[config.mk]
export PLATFORM = sky130hd
export DESIGN_NAME = desc_ring_walker
export DESIGN_NICKNAME = d
export VERILOG_FILES = /design/src/rtl/ring_walk_pkg.sv /design/src/rtl/ring_cfg_regs.sv /design/src/rtl/ring_idx_math.sv /design/src/rtl/ring_walk_ctl.sv /design/src/rtl/desc_ring_walker.sv
export SDC_FILE = /design/constraint.sdc
export NUM_CORES = 1
export LEC_CHECK = 0
export BUFFER_PORTS_ARGS = -buffer_cell sky130_fd_sc_hd__buf_2
export CORE_AREA = 2 2 114 116
export DETAILED_ROUTE_END_ITERATION = 8
export DIE_AREA = 0 0 116 118
export GPL_ROUTABILITY_DRIVEN = 0
export PLACE_DENSITY = 0.88
export SYNTH_ARGS = -nofsm -noshare
export SYNTH_HDL_FRONTEND = slang
export SYNTH_SLANG_ARGS = --single-unit
[constraint.sdc]
create_clock -name clk -period 7.6 [get_ports clk]
set_input_delay 1.14 -clock clk [delete_from_list [all_inputs] [get_ports clk]]
set_output_delay 1.14 -clock clk [all_outputs]
set_load 0.01 [all_outputs]
[src/rtl/ring_walk_pkg.sv]
package ring_walk_pkg;

  typedef enum logic [1:0] {
    CH_STOPPED   = 2'd0,
    CH_RUNNING   = 2'd1,
    CH_SUSPENDED = 2'd2
  } ch_state_e;

  localparam logic [2:0] RIX_CTRL = 3'd0;
  localparam logic [2:0] RIX_BASE = 3'd1;
  localparam logic [2:0] RIX_LEN  = 3'd2;
  localparam logic [2:0] RIX_TAIL = 3'd3;
  localparam logic [2:0] RIX_CUR  = 3'd4;

endpackage

[src/rtl/ring_cfg_regs.sv]
module ring_cfg_regs
  import ring_walk_pkg::*;
#(
  parameter int ADDR_W = 32,
  parameter int LEN_W  = 10
) (
  input  logic              clk,
  input  logic              rst_n,
  input  logic              reg_wr,
  input  logic [2:0]        reg_addr,
  input  logic [ADDR_W-1:0] reg_wdata,
  input  logic              chan_stopped,
  input  logic [ADDR_W-1:0] cur_addr,
  output logic              start,
  output logic [ADDR_W-1:0] ring_base,
  output logic [LEN_W-1:0]  ring_len,
  output logic [ADDR_W-1:0] tail_addr,
  output logic              rewind,
  output logic [ADDR_W-1:0] reg_rdata
);

  localparam int PAD_LEN = ADDR_W - LEN_W;

  // ring geometry is writable only while the channel is idle
  logic geom_wr_ok;
  assign geom_wr_ok = reg_wr && chan_stopped;
  assign rewind     = geom_wr_ok && (reg_addr == RIX_BASE || reg_addr == RIX_LEN);

  always_ff @(posedge clk or negedge rst_n) begin
    if (!rst_n) begin
      start     <= 1'b0;
      ring_base <= '0;
      ring_len  <= '0;
      tail_addr <= '0;
    end else if (reg_wr) begin
      case (reg_addr)
        RIX_CTRL: start <= reg_wdata[0];
        RIX_BASE: if (geom_wr_ok) ring_base <= reg_wdata;
        RIX_LEN:  if (geom_wr_ok) ring_len  <= reg_wdata[LEN_W-1:0];
        RIX_TAIL: tail_addr <= reg_wdata;
        default: ;
      endcase
    end
  end

  always_comb begin
    case (reg_addr)
      RIX_CTRL: reg_rdata = {{(ADDR_W-1){1'b0}}, start};
      RIX_BASE: reg_rdata = ring_base;
      RIX_LEN:  reg_rdata = {{PAD_LEN{1'b0}}, ring_len};
      RIX_TAIL: reg_rdata = tail_addr;
      RIX_CUR:  reg_rdata = cur_addr;
      default:  reg_rdata = '0;
    endcase
  end

  AST_BASE_FROZEN: assert property (@(posedge clk) disable iff (!rst_n)
    !chan_stopped |=> $stable(ring_base));
  AST_LEN_FROZEN: assert property (@(posedge clk) disable iff (!rst_n)
    !chan_stopped |=> $stable(ring_len));

endmodule

[src/rtl/ring_idx_math.sv]
module ring_idx_math #(
  parameter int ADDR_W     = 32,
  parameter int LEN_W      = 10,
  parameter int DESC_SHIFT = 4
) (
  input  logic [ADDR_W-1:0] ring_base,
  input  logic [LEN_W-1:0]  ring_len,
  input  logic [ADDR_W-1:0] tail_addr,
  input  logic [LEN_W-1:0]  cur_idx,
  output logic [LEN_W-1:0]  tail_idx,
  output logic [LEN_W-1:0]  next_idx,
  output logic [ADDR_W-1:0] cur_addr
);

  localparam int IDX_W = ADDR_W - DESC_SHIFT;

  logic [IDX_W-1:0] tail_raw;
  logic [IDX_W-1:0] len_ext;

  // slot offset of the tail measured from the ring start
  assign tail_raw = IDX_W'((tail_addr - ring_base) >> DESC_SHIFT);
  assign len_ext  = IDX_W'(ring_len);

  // one past the final slot is the same position as slot zero
  assign tail_idx = (tail_raw > len_ext) ? '0 : tail_raw[LEN_W-1:0];

  assign next_idx = (cur_idx == ring_len) ? '0 : cur_idx + LEN_W'(1);

  assign cur_addr = ring_base + (ADDR_W'(cur_idx) << DESC_SHIFT);

endmodule

[src/rtl/ring_walk_ctl.sv]
module ring_walk_ctl
  import ring_walk_pkg::*;
#(
  parameter int LEN_W = 10
) (
  input  logic             clk,
  input  logic             rst_n,
  input  logic             start,
  input  logic             rewind,
  input  logic [LEN_W-1:0] ring_len,
  input  logic [LEN_W-1:0] tail_idx,
  input  logic [LEN_W-1:0] next_idx,
  input  logic             fetch_ready,
  output logic             fetch_valid,
  output logic [LEN_W-1:0] cur_idx,
  output ch_state_e        state,
  output logic             suspend_pulse
);

  logic req_open;
  logic req_ack;
  logic at_tail;

  assign fetch_valid = req_open;
  assign req_ack     = req_open && fetch_ready;
  assign at_tail     = (cur_idx == tail_idx);

  always_ff @(posedge clk or negedge rst_n) begin
    if (!rst_n) begin
      state         <= CH_STOPPED;
      req_open      <= 1'b0;
      cur_idx       <= '0;
      suspend_pulse <= 1'b0;
    end else begin
      suspend_pulse <= 1'b0;

      if (req_ack)     cur_idx <= next_idx;
      else if (rewind) cur_idx <= '0;

      case (state)
        CH_STOPPED: begin
          if (start) state <= CH_RUNNING;
        end
        CH_RUNNING: begin
          if (req_open) begin
            if (req_ack) req_open <= 1'b0;
          end else if (!start) begin
            state <= CH_STOPPED;
          end else if (at_tail) begin
            state         <= CH_SUSPENDED;
            suspend_pulse <= 1'b1;
          end else begin
            req_open <= 1'b1;
          end
        end
        CH_SUSPENDED: begin
          if (!start)       state <= CH_STOPPED;
          else if (!at_tail) state <= CH_RUNNING;
        end
        default: state <= CH_STOPPED;
      endcase
    end
  end

  AST_HOLD_REQ: assert property (@(posedge clk) disable iff (!rst_n)
    fetch_valid && !fetch_ready |=> fetch_valid && $stable(cur_idx));
  AST_STEP_ON_ACK: assert property (@(posedge clk) disable iff (!rst_n)
    !req_ack && !rewind |=> $stable(cur_idx));
  AST_IDLE_NO_REQ: assert property (@(posedge clk) disable iff (!rst_n)
    state != CH_RUNNING |-> !fetch_valid);
  AST_PULSE_ENTRY: assert property (@(posedge clk) disable iff (!rst_n)
    suspend_pulse |-> state == CH_SUSPENDED && $past(state) == CH_RUNNING);
  AST_IN_RING: assert property (@(posedge clk) disable iff (!rst_n)
    state == CH_RUNNING |-> cur_idx <= ring_len);

endmodule

[src/rtl/desc_ring_walker.sv]
module desc_ring_walker
  import ring_walk_pkg::*;
#(
  parameter int ADDR_W     = 32,
  parameter int LEN_W      = 10,
  parameter int DESC_SHIFT = 4
) (
  input  logic              clk,
  input  logic              rst_n,
  input  logic              reg_wr,
  input  logic [2:0]        reg_addr,
  input  logic [ADDR_W-1:0] reg_wdata,
  output logic [ADDR_W-1:0] reg_rdata,
  output logic              fetch_valid,
  input  logic              fetch_ready,
  output logic [ADDR_W-1:0] fetch_addr,
  output logic [1:0]        chan_state,
  output logic              suspend_pulse
);

  logic              start;
  logic              rewind;
  logic [ADDR_W-1:0] ring_base;
  logic [LEN_W-1:0]  ring_len;
  logic [ADDR_W-1:0] tail_addr;
  logic [ADDR_W-1:0] cur_addr;
  logic [LEN_W-1:0]  cur_idx;
  logic [LEN_W-1:0]  tail_idx;
  logic [LEN_W-1:0]  next_idx;
  ch_state_e         state;

  ring_cfg_regs #(.ADDR_W(ADDR_W), .LEN_W(LEN_W)) u_regs (
    .clk          (clk),
    .rst_n        (rst_n),
    .reg_wr       (reg_wr),
    .reg_addr     (reg_addr),
    .reg_wdata    (reg_wdata),
    .chan_stopped (state == CH_STOPPED),
    .cur_addr     (cur_addr),
    .start        (start),
    .ring_base    (ring_base),
    .ring_len     (ring_len),
    .tail_addr    (tail_addr),
    .rewind       (rewind),
    .reg_rdata    (reg_rdata)
  );

  ring_idx_math #(.ADDR_W(ADDR_W), .LEN_W(LEN_W), .DESC_SHIFT(DESC_SHIFT)) u_math (
    .ring_base (ring_base),
    .ring_len  (ring_len),
    .tail_addr (tail_addr),
    .cur_idx   (cur_idx),
    .tail_idx  (tail_idx),
    .next_idx  (next_idx),
    .cur_addr  (cur_addr)
  );

  ring_walk_ctl #(.LEN_W(LEN_W)) u_ctl (
    .clk           (clk),
    .rst_n         (rst_n),
    .start         (start),
    .rewind        (rewind),
    .ring_len      (ring_len),
    .tail_idx      (tail_idx),
    .next_idx      (next_idx),
    .fetch_ready   (fetch_ready),
    .fetch_valid   (fetch_valid),
    .cur_idx       (cur_idx),
    .state         (state),
    .suspend_pulse (suspend_pulse)
  );

  assign fetch_addr = cur_addr;
  assign chan_state = state;

  AST_ADDR_STABLE: assert property (@(posedge clk) disable iff (!rst_n)
    fetch_valid && !fetch_ready |=> $stable(fetch_addr));

endmodule

==> results of run 1 <==
[cell families (layout without fill, tap and decap cells)]
logic type / after synthesis / in the layout / synth area share [%]
compound gates: 234 / 234 / 19.1
xor+xnor: 64 / 64 / 7.17
fa+ha+maj: 53 / 53 / 8.57
buf+inv: 115 / 184 / 6.26
flops: 89 / 89 / 28.5
mux: 91 / 91 / 13.0
simple gates: 267 / 267 / 17.3
[metrics by stage]
| step | cells | utilization (%) |
|---|---|---|
| floorplan | 913 | - |
| global placement | 1139 | 67.1 |
| detailed placement | 1139 | 67.1 |
| CTS | 1154 | 69.3 |
| global route | 1154 | 69.3 |
| finish | 1154 | 69.3 |
[path summary, 6_finish.rpt]
| check | startpoint | endpoint | slack (ps) | depth (start not counted) |
|---|---|---|---|---|
| min | u_regs.tail_addr[4] | u_regs.tail_addr[4] | 540 | 1 |
| max in group asynchronous | rst_n | u_regs.ring_base[17] | 5800 | 2 |
| max | u_ctl.cur_idx[0] | reg_rdata[30] | 2330 | 15 |
| max reg2reg | u_regs.ring_base[4] | u_ctl.state[0] | 2370 | 21 |
| min reg2reg | u_regs.tail_addr[4] | u_regs.tail_addr[4] | 540 | 1 |
| min in group asynchronous | rst_n | u_regs.ring_len[9] | 750 | 1 |
[power breakdown]
group / internal, W / total (W) / switching [W]
combinational: 0.00107 / 0.00261 / 0.00155
sequential: 0.000640 / 0.000901 / 0.000261
clock: 0.000231 / 0.000433 / 0.000202
[routing by layer]
layer,vias to the layer above,track usage [%],routed length (um)
met5,-,0,0
met4,0,15.0,926
met3,87,6.02,2680
met2,554,49.5,9960
met1,3616,48.6,9320
li1,3422,-,-
[Yosys cell counts (all sizes together) (3+ instances only)]
cell type | instances | area share, %
and2 | 6 | 0.48
and3 | 10 | 0.80
o21a | 5 | 0.48
a21o | 12 | 1.3
nor4 | 14 | 1.3
ha | 51 | 8.2
mux2i | 14 | 1.8
mux2 | 76 | 11
or3 | 3 | 0.24
nand2 | 88 | 4.3
nor2b | 6 | 0.48
a211oi | 4 | 0.38
o211ai | 4 | 0.45
a21oi | 60 | 4.3
o21bai | 7 | 0.67
o41ai | 4 | 0.78
xor2 | 27 | 3.0
nand2b | 11 | 0.88
inv | 58 | 2.8
nor2 | 30 | 1.4
clkbuf | 33 | 1.6
o21ai | 89 | 5.7
nor3 | 24 | 1.5
dfrtp | 89 | 29
and4 | 3 | 0.34
nand3 | 32 | 2.0
buf | 24 | 1.9
xnor2 | 37 | 4.1
nand3b | 7 | 0.67
a31oi | 11 | 0.88
a22oi | 11 | 1.1
or4 | 3 | 0.34
nand4 | 24 | 1.9
[state kept, by name (all words and copies together) (netlist names)]
signal and cells:
u_ctl.cur_idx 10, u_ctl.fetch_valid 1, u_ctl.state 2, u_ctl.suspend_pulse 1, u_regs.ring_base 32, u_regs.ring_len 10
u_regs.start 1, u_regs.tail_addr 32
[area by class of cell]
type                       instances  area share (%)
clock buffer                      10            2.78
sequential                        89            25.9
tap                              172            2.50
clock inverter                     5           0.451
inverter                          58            2.53
timing repair buffer             111            6.63
multi-input combinational        709            59.2
[worst register-to-register path, delay by kind of cell (launching register included)]
kind | cells | cell delay [ps]
and+or+nand+nor | 9 | 1540
DFF | 1 | 370
adders and majority gates | 3 | 960
buffers and inverters | 1 | 60
xor gates and xnor gates | 1 | 170
AOI/OAI and AO/OA | 7 | 2020
==> results by group, run 1 <==
Die
  – Die Width: 116 um
  – Die height: 118 um
  – # rows: 41
  – Number of I/O pins: 107
  – Core area: 0.0124 mm2
  – Initial Util: 62.9%
  – Die area: 0.0137 mm2

Clocking
  – Reg clk slew, reported paths: 70 ps
  – CTS tree: yes
  – H-tree depth: 3
  – Max clock buf depth: 2
  – Hold buffers post-CTS: 0
  – Root Buffer: clkbuf_16
  – Setup Buffers After CTS: 0
  – Cts bufs inserted: 9
  – CTS resizes: 0
  – Clock sink count: 89
  – Worst skew pair latency: 350 ps

Drt
  – ANT nets after route: 0
  – WL final: 22900 um
  – DRT iter0 DRCs: 920
  – Residual DRC: 0
  – Via count: 7679
  – Via density per instance: 6.65
  – WL/cell: 19.8 um
  – DRT Pass-1 Iters: 7

Synthesis
  – Asr flop ratio synth: 100%
  – Post-synth cell types: 78
  – Syn_nets: 1004
  – Primary FF master, synth: dfrtp_1
  – Post-synth EDFFs: 0
  – Synth warnings: 0
  – Syn Inst Count: 913
  – #FFs+latches synth: 89
  – Average size of a mapped cell: 8.56 um2
  – Cell Area, Synth: 0.00781 mm2
  – Post-synthesis sequential area ratio: 28.5%

Final layout
  – Diodes inserted: 0
  – Fillers: 982
  – Proportion of layout cells with a drive suffix above 1: 23.1%
  – Area of the multi-input gates: 0.00510 mm2
  – Fin area: 0.00860 mm2
  – Total area of sequential cells: 0.00223 mm2
  – Nets: 1069
  – Layout area overhead: 10.1%
  – Commonest non-fill, non-tap cell in the layout: buf_2
  – Most frequent cells in the layout: buf_2, dfrtp_1, nand2_1, o21ai_0, mux2_2

STA
  – Fmax: 190 MHz
  – Fin crit share: 69.4%
  – Setup WS post-layout: 2330 ps
  – Hold Fails Final Rpt: 0
  – RSZ-0062 raised after global routing: false
  – Minimum clock period: 5270 ps
  – Number of max-slew violations in the final report: 0
  – TNS Setup: 0 ps
  – Slew headroom: 35.5%
  – Fin Clk Skew: 5.33 ps
  – Hold slack: 542 ps
  – Worst Tran Pin Value: 968 ps
  – Final setup viols: 0

Placed design
  – Post-Place Setup Slack: 2520 ps
  – PortBufs: 106
  – DP Area: 0.00833 mm2
  – Final HPWL DP: 17100 um

Pwr
  – Maximum vdd ir drop: 0.000226 V
  – Leak Pwr: 3.93 nW
  – Pwr dens: 459 mW/mm2
  – Total power draw: 0.00395 W

Global routing
  – Grt ovf: 0
  – Vias in the first global route: 7142
  – First-pass GRT wire length: 36400 um
  – GR Util All Layers: 33.8%
  – Antenna violations before repair: 0
  – Pin count of the biggest net entering global routing: 52

Worst setup path
  – Largest fanout on the critical path: 13
  – Crit path launch type: register
  – Largest delay share family, worst path: compound AO/OA/AOI/OAI gates
  – Worst EP required: 6460 ps
  – Crit-path slowest cell: nor4_1
  – Critical Path Max Stage Delay: 570 ps
  – Worst path arrival time: 4130 ps
  – CP Capture Type: primary output
  – WP buf/inv: 1
  – Kind of critical path: reg2out
  – Worst path cell trace: ha_1 > fa_1 > a21o_1 > a21oi_1 > o21bai_1 > a21oi_1 > o21bai_1 > a21oi_1 > o21bai_1 > a21o_1 > nand3_1 > nor4_1 > mux2i_1 > o311ai_0 > buf_2

Run
  – Max-cap violations: 0

Run status
  – Status: complete, no violations

Hold path
  – Hold Path Class: reg2reg
(Power assumes the default switching activity.)
==> run 2: changes to the inputs <==
--- a/config.mk
+++ b/config.mk
@@ -6,11 +6,11 @@
 export NUM_CORES = 1
 export LEC_CHECK = 0
 export BUFFER_PORTS_ARGS = -buffer_cell sky130_fd_sc_hd__buf_2
-export CORE_AREA = 2 2 114 116
+export CORE_AREA = 2 2 124 126
 export DETAILED_ROUTE_END_ITERATION = 8
-export DIE_AREA = 0 0 116 118
+export DIE_AREA = 0 0 126 128
 export GPL_ROUTABILITY_DRIVEN = 0
-export PLACE_DENSITY = 0.88
+export PLACE_DENSITY = 0.79
 export SYNTH_ARGS = -nofsm -noshare
 export SYNTH_HDL_FRONTEND = slang
 export SYNTH_SLANG_ARGS = --single-unit
==> constraint.sdc (replaced) <==
create_clock -name clk -period 4.3 [get_ports clk]
set_input_delay 0.645 -clock clk [delete_from_list [all_inputs] [get_ports clk]]
set_output_delay 0.645 -clock clk [all_outputs]
set_load 0.01 [all_outputs]
==> results by group, run 2 (synthesized netlist as in run 1, its figures left out) <==
Drt
  – WL final: 25200 um (+10%)
  – DRT iter0 DRCs: 777 (-16%)
  – Via density per instance: 6.29 (-5.4%)
  – DRT Pass-1 Iters: 5 (-2)
  – WL/cell: 19.8 um (-0.39%)
  – Via count: 8029 (+4.6%)
  – ANT nets after route: 0 (unchanged)
  – Residual DRC: 0 (unchanged)

STA
  – Worst Tran Pin Value: 1000 ps (+34.2 ps)
  – Number of max-slew violations in the final report: 0 (unchanged)
  – Fin crit share: 108%
  – Final setup viols: 5 (+5)
  – Slew headroom: 33.2% (-2.3 points)
  – Minimum clock period: 4650 ps
  – Setup WS post-layout: -354 ps (-2680 ps)
  – RSZ-0062 raised after global routing: true
  – Fmax: 215 MHz
  – Fin Clk Skew: 9.25 ps (+3.92 ps)
  – Hold Fails Final Rpt: 0 (unchanged)
  – Hold slack: 331 ps (-211 ps)

Clocking
  – Worst skew pair latency: 360 ps (about the same)
  – CTS tree: yes
  – H-tree depth: 3 (unchanged)
  – Reg clk slew, reported paths: 70 ps (about the same)
  – Root Buffer: clkbuf_16
  – Max clock buf depth: 2 (unchanged)
  – Cts bufs inserted: 9 (unchanged)
  – Clock sink count: 89 (unchanged)

Final layout
  – Final core occ: 65.8% (-3.6 points)
  – Proportion of layout cells with a drive suffix above 1: 34.8% (+12 points)
  – Largest regs: u_regs.ring_base x32, u_regs.tail_addr x32
  – Fin area: 0.00977 mm2 (+14%)
  – Most frequent cells in the layout: buf_4, buf_2, dfrtp_1, nand2_1, mux2_2
  – Fillers: 1178 (+20%)
  – Commonest non-fill, non-tap cell in the layout: buf_4
  – Nets: 1174 (+9.8%)
  – Layout area overhead: 25.1%
  – Diodes inserted: 0 (unchanged)

Pwr
  – Leak Pwr: 4.52 nW (+15%)
  – Logic gate share of total power: 72.5% (+6.3 points)
  – Internal power: 0.00428 W (+120%)
  – Clock network power share: 8.9% (-2.1 points)
  – Pwr dens: 843 mW/mm2 (+84%)
  – Sw Share: 48.1% (-2.8 points)
  – Maximum vdd ir drop: 0.000339 V (+50%)
  – Sequential fraction of design power: 18.5% (-4.3 points)
  – Psw: 0.00396 W (+97%)

Worst setup path
  – Reg2reg start: u_regs.ring_base[7]
  – Crit path launch: u_regs.ring_base[7]
  – Worst path cell trace: inv_2 > ha_4 > nand4_1 > o221a_4 > a21boi_4 > nor2_1 > nor2_2 > xnor2_2 > ha_1 > nand4_1 > nor2_2 > buf_4 > a221o_1 > o21ai_1 > nand4_1 > or4_4 > or4_4 > o31ai_2 > a22o_2 > maj3_2 > a22o_1
  – R2R depth: 21 (unchanged)
  – Critical Path Max Stage Delay: 560 ps (about the same)
  – Cell mode on critical path: nand4_1
  – Crit-path slowest cell: or4_4
  – R2R setup slack: -350 ps (-2720 ps)
  – Crit path launch type: register
  – CP Capture Type: register
  – Worst path arrival time: 4950 ps (+820 ps)
  – Kind of critical path: reg2reg
  – Largest fanout on the critical path: 5 (-8)
  – Worst EP required: 4590 ps (-1870 ps)
  – Reg-to-reg endpoint: u_ctl.state[0]

Die
  – Die area: 0.0161 mm2 (+18%)
  – Initial Util: 52.6% (-10 points)
  – Die Width: 126 um (+8.6%)
  – # rows: 45 (+9.8%)
  – Core area: 0.0149 mm2 (+20%)
  – Die height: 128 um (+8.5%)
  – Number of I/O pins: 107 (unchanged)

Hold path
  – Hold Path Class: in2async

Global routing
  – Vias in the first global route: 7309 (+2.3%)
  – First-pass GRT wire length: 37900 um (+4.1%)
  – Antenna violations before repair: 1 (+1)
  – GR Util All Layers: 29.5% (-4.2 points)
  – Pin count of the biggest net entering global routing: 56 (+7.7%)
  – Grt peak-use layer: met2
  – Global-route met1 utilization: 42.0% (-6.6 points)
  – Met2 usage: 45.2% (-4.3 points)
  – GR Layer Usage met3: 6.05% (+0.027 points)
  – Grt ovf: 0 (unchanged)

Run status
  – Status: finished with violations
  – Failing checks: setup timing

Run
  – Max-cap violations: 0 (unchanged)

Placed design
  – Post-Place Setup Slack: -234 ps (-2750 ps)
  – Final HPWL DP: 18500 um (+7.6%)
  – DP Area: 0.00914 mm2 (+9.8%)
  – PortBufs: 106 (unchanged)
## run 2: changes by cell type in the layout (fill, tap and decap cells not counted), moves of 7 or more
cell and delta:
buf_4 +102, o21ai_0 -16, ha_4 +7, o21ai_1 +12
ha_1 -7, a21oi_2 +9, a21oi_1 -13
## run 2: how the worst max path moves through the flow
stage	to	slack, ps	cells after the start
final	u_ctl.state[0]	-350	21
after CTS	u_ctl.state[0]	-190	20
after floorplan	u_ctl.state[0]	10	21
after detailed placement	u_ctl.state[0]	-230	21
after global routing	u_ctl.state[0]	-550	20
after global placement	u_ctl.state[0]	-90	21
## run 2: layout make-up
class / count / area, um2 / share of cell area (%)
repair buffers: 216 / 1380 / 14.1
clock buffers: 12 / 236 / 2.42
flip-flops and latches: 89 / 2230 / 22.8
clock inverters: 4 / 28.8 / 0.294
inverters: 58 / 218 / 2.23
multi-input cells: 709 / 5450 / 55.8
well taps: 188 / 235 / 2.41
## run 2: per-layer routing
layer | wire length, um | up-vias
met1 | 10900 | 3897
met2 | 11400 | 406
met3 | 2020 | 84
li1 | - | 3640
met5 | 11 | -
met4 | 843 | 2
## run 2: timing repair
action                     in CTS  in global routing
buffers inserted                5                 12
gates resized for setup        18                 45
setup endpoints to repair      22                 25
hold buffers                    0                  0
pin swaps                       9                 38
## run 2: worst max-delay path, delay by kind of cell, from the launching register on
kind	cells	cell delay, ps
buffers and inverters	2	180
adders and majority gates	3	770
and+or+nand+nor	8	1590
xor gates and xnor gates	1	210
AOI/OAI and AO/OA	7	1470
DFF	1	370
## run 2: metrics by stage
stage | total power [W] | std cells | TNS (ps)
after floorplan | 0.00502 | 913 | 0
after global placement | 0.00668 | 1243 | -153
after detailed placement | 0.00680 | 1243 | -709
after CTS | 0.00773 | 1264 | -500
after global routing | 0.00875 | 1276 | -2570
final | 0.00824 | 1276 | -1290
## run 2: power by group through the flow
| stage | registers (W) | clock network [W] | logic (W) |
|---|---|---|---|
| finish | 0.00153 | 0.000737 | 0.00598 |
| floorplan | 0.00142 | 0 | 0.00361 |
| global route | 0.00155 | 0.000778 | 0.00642 |
| global placement | 0.00149 | 0 | 0.00519 |
| CTS | 0.00150 | 0.000743 | 0.00549 |
| detailed placement | 0.00150 | 0 | 0.00529 |
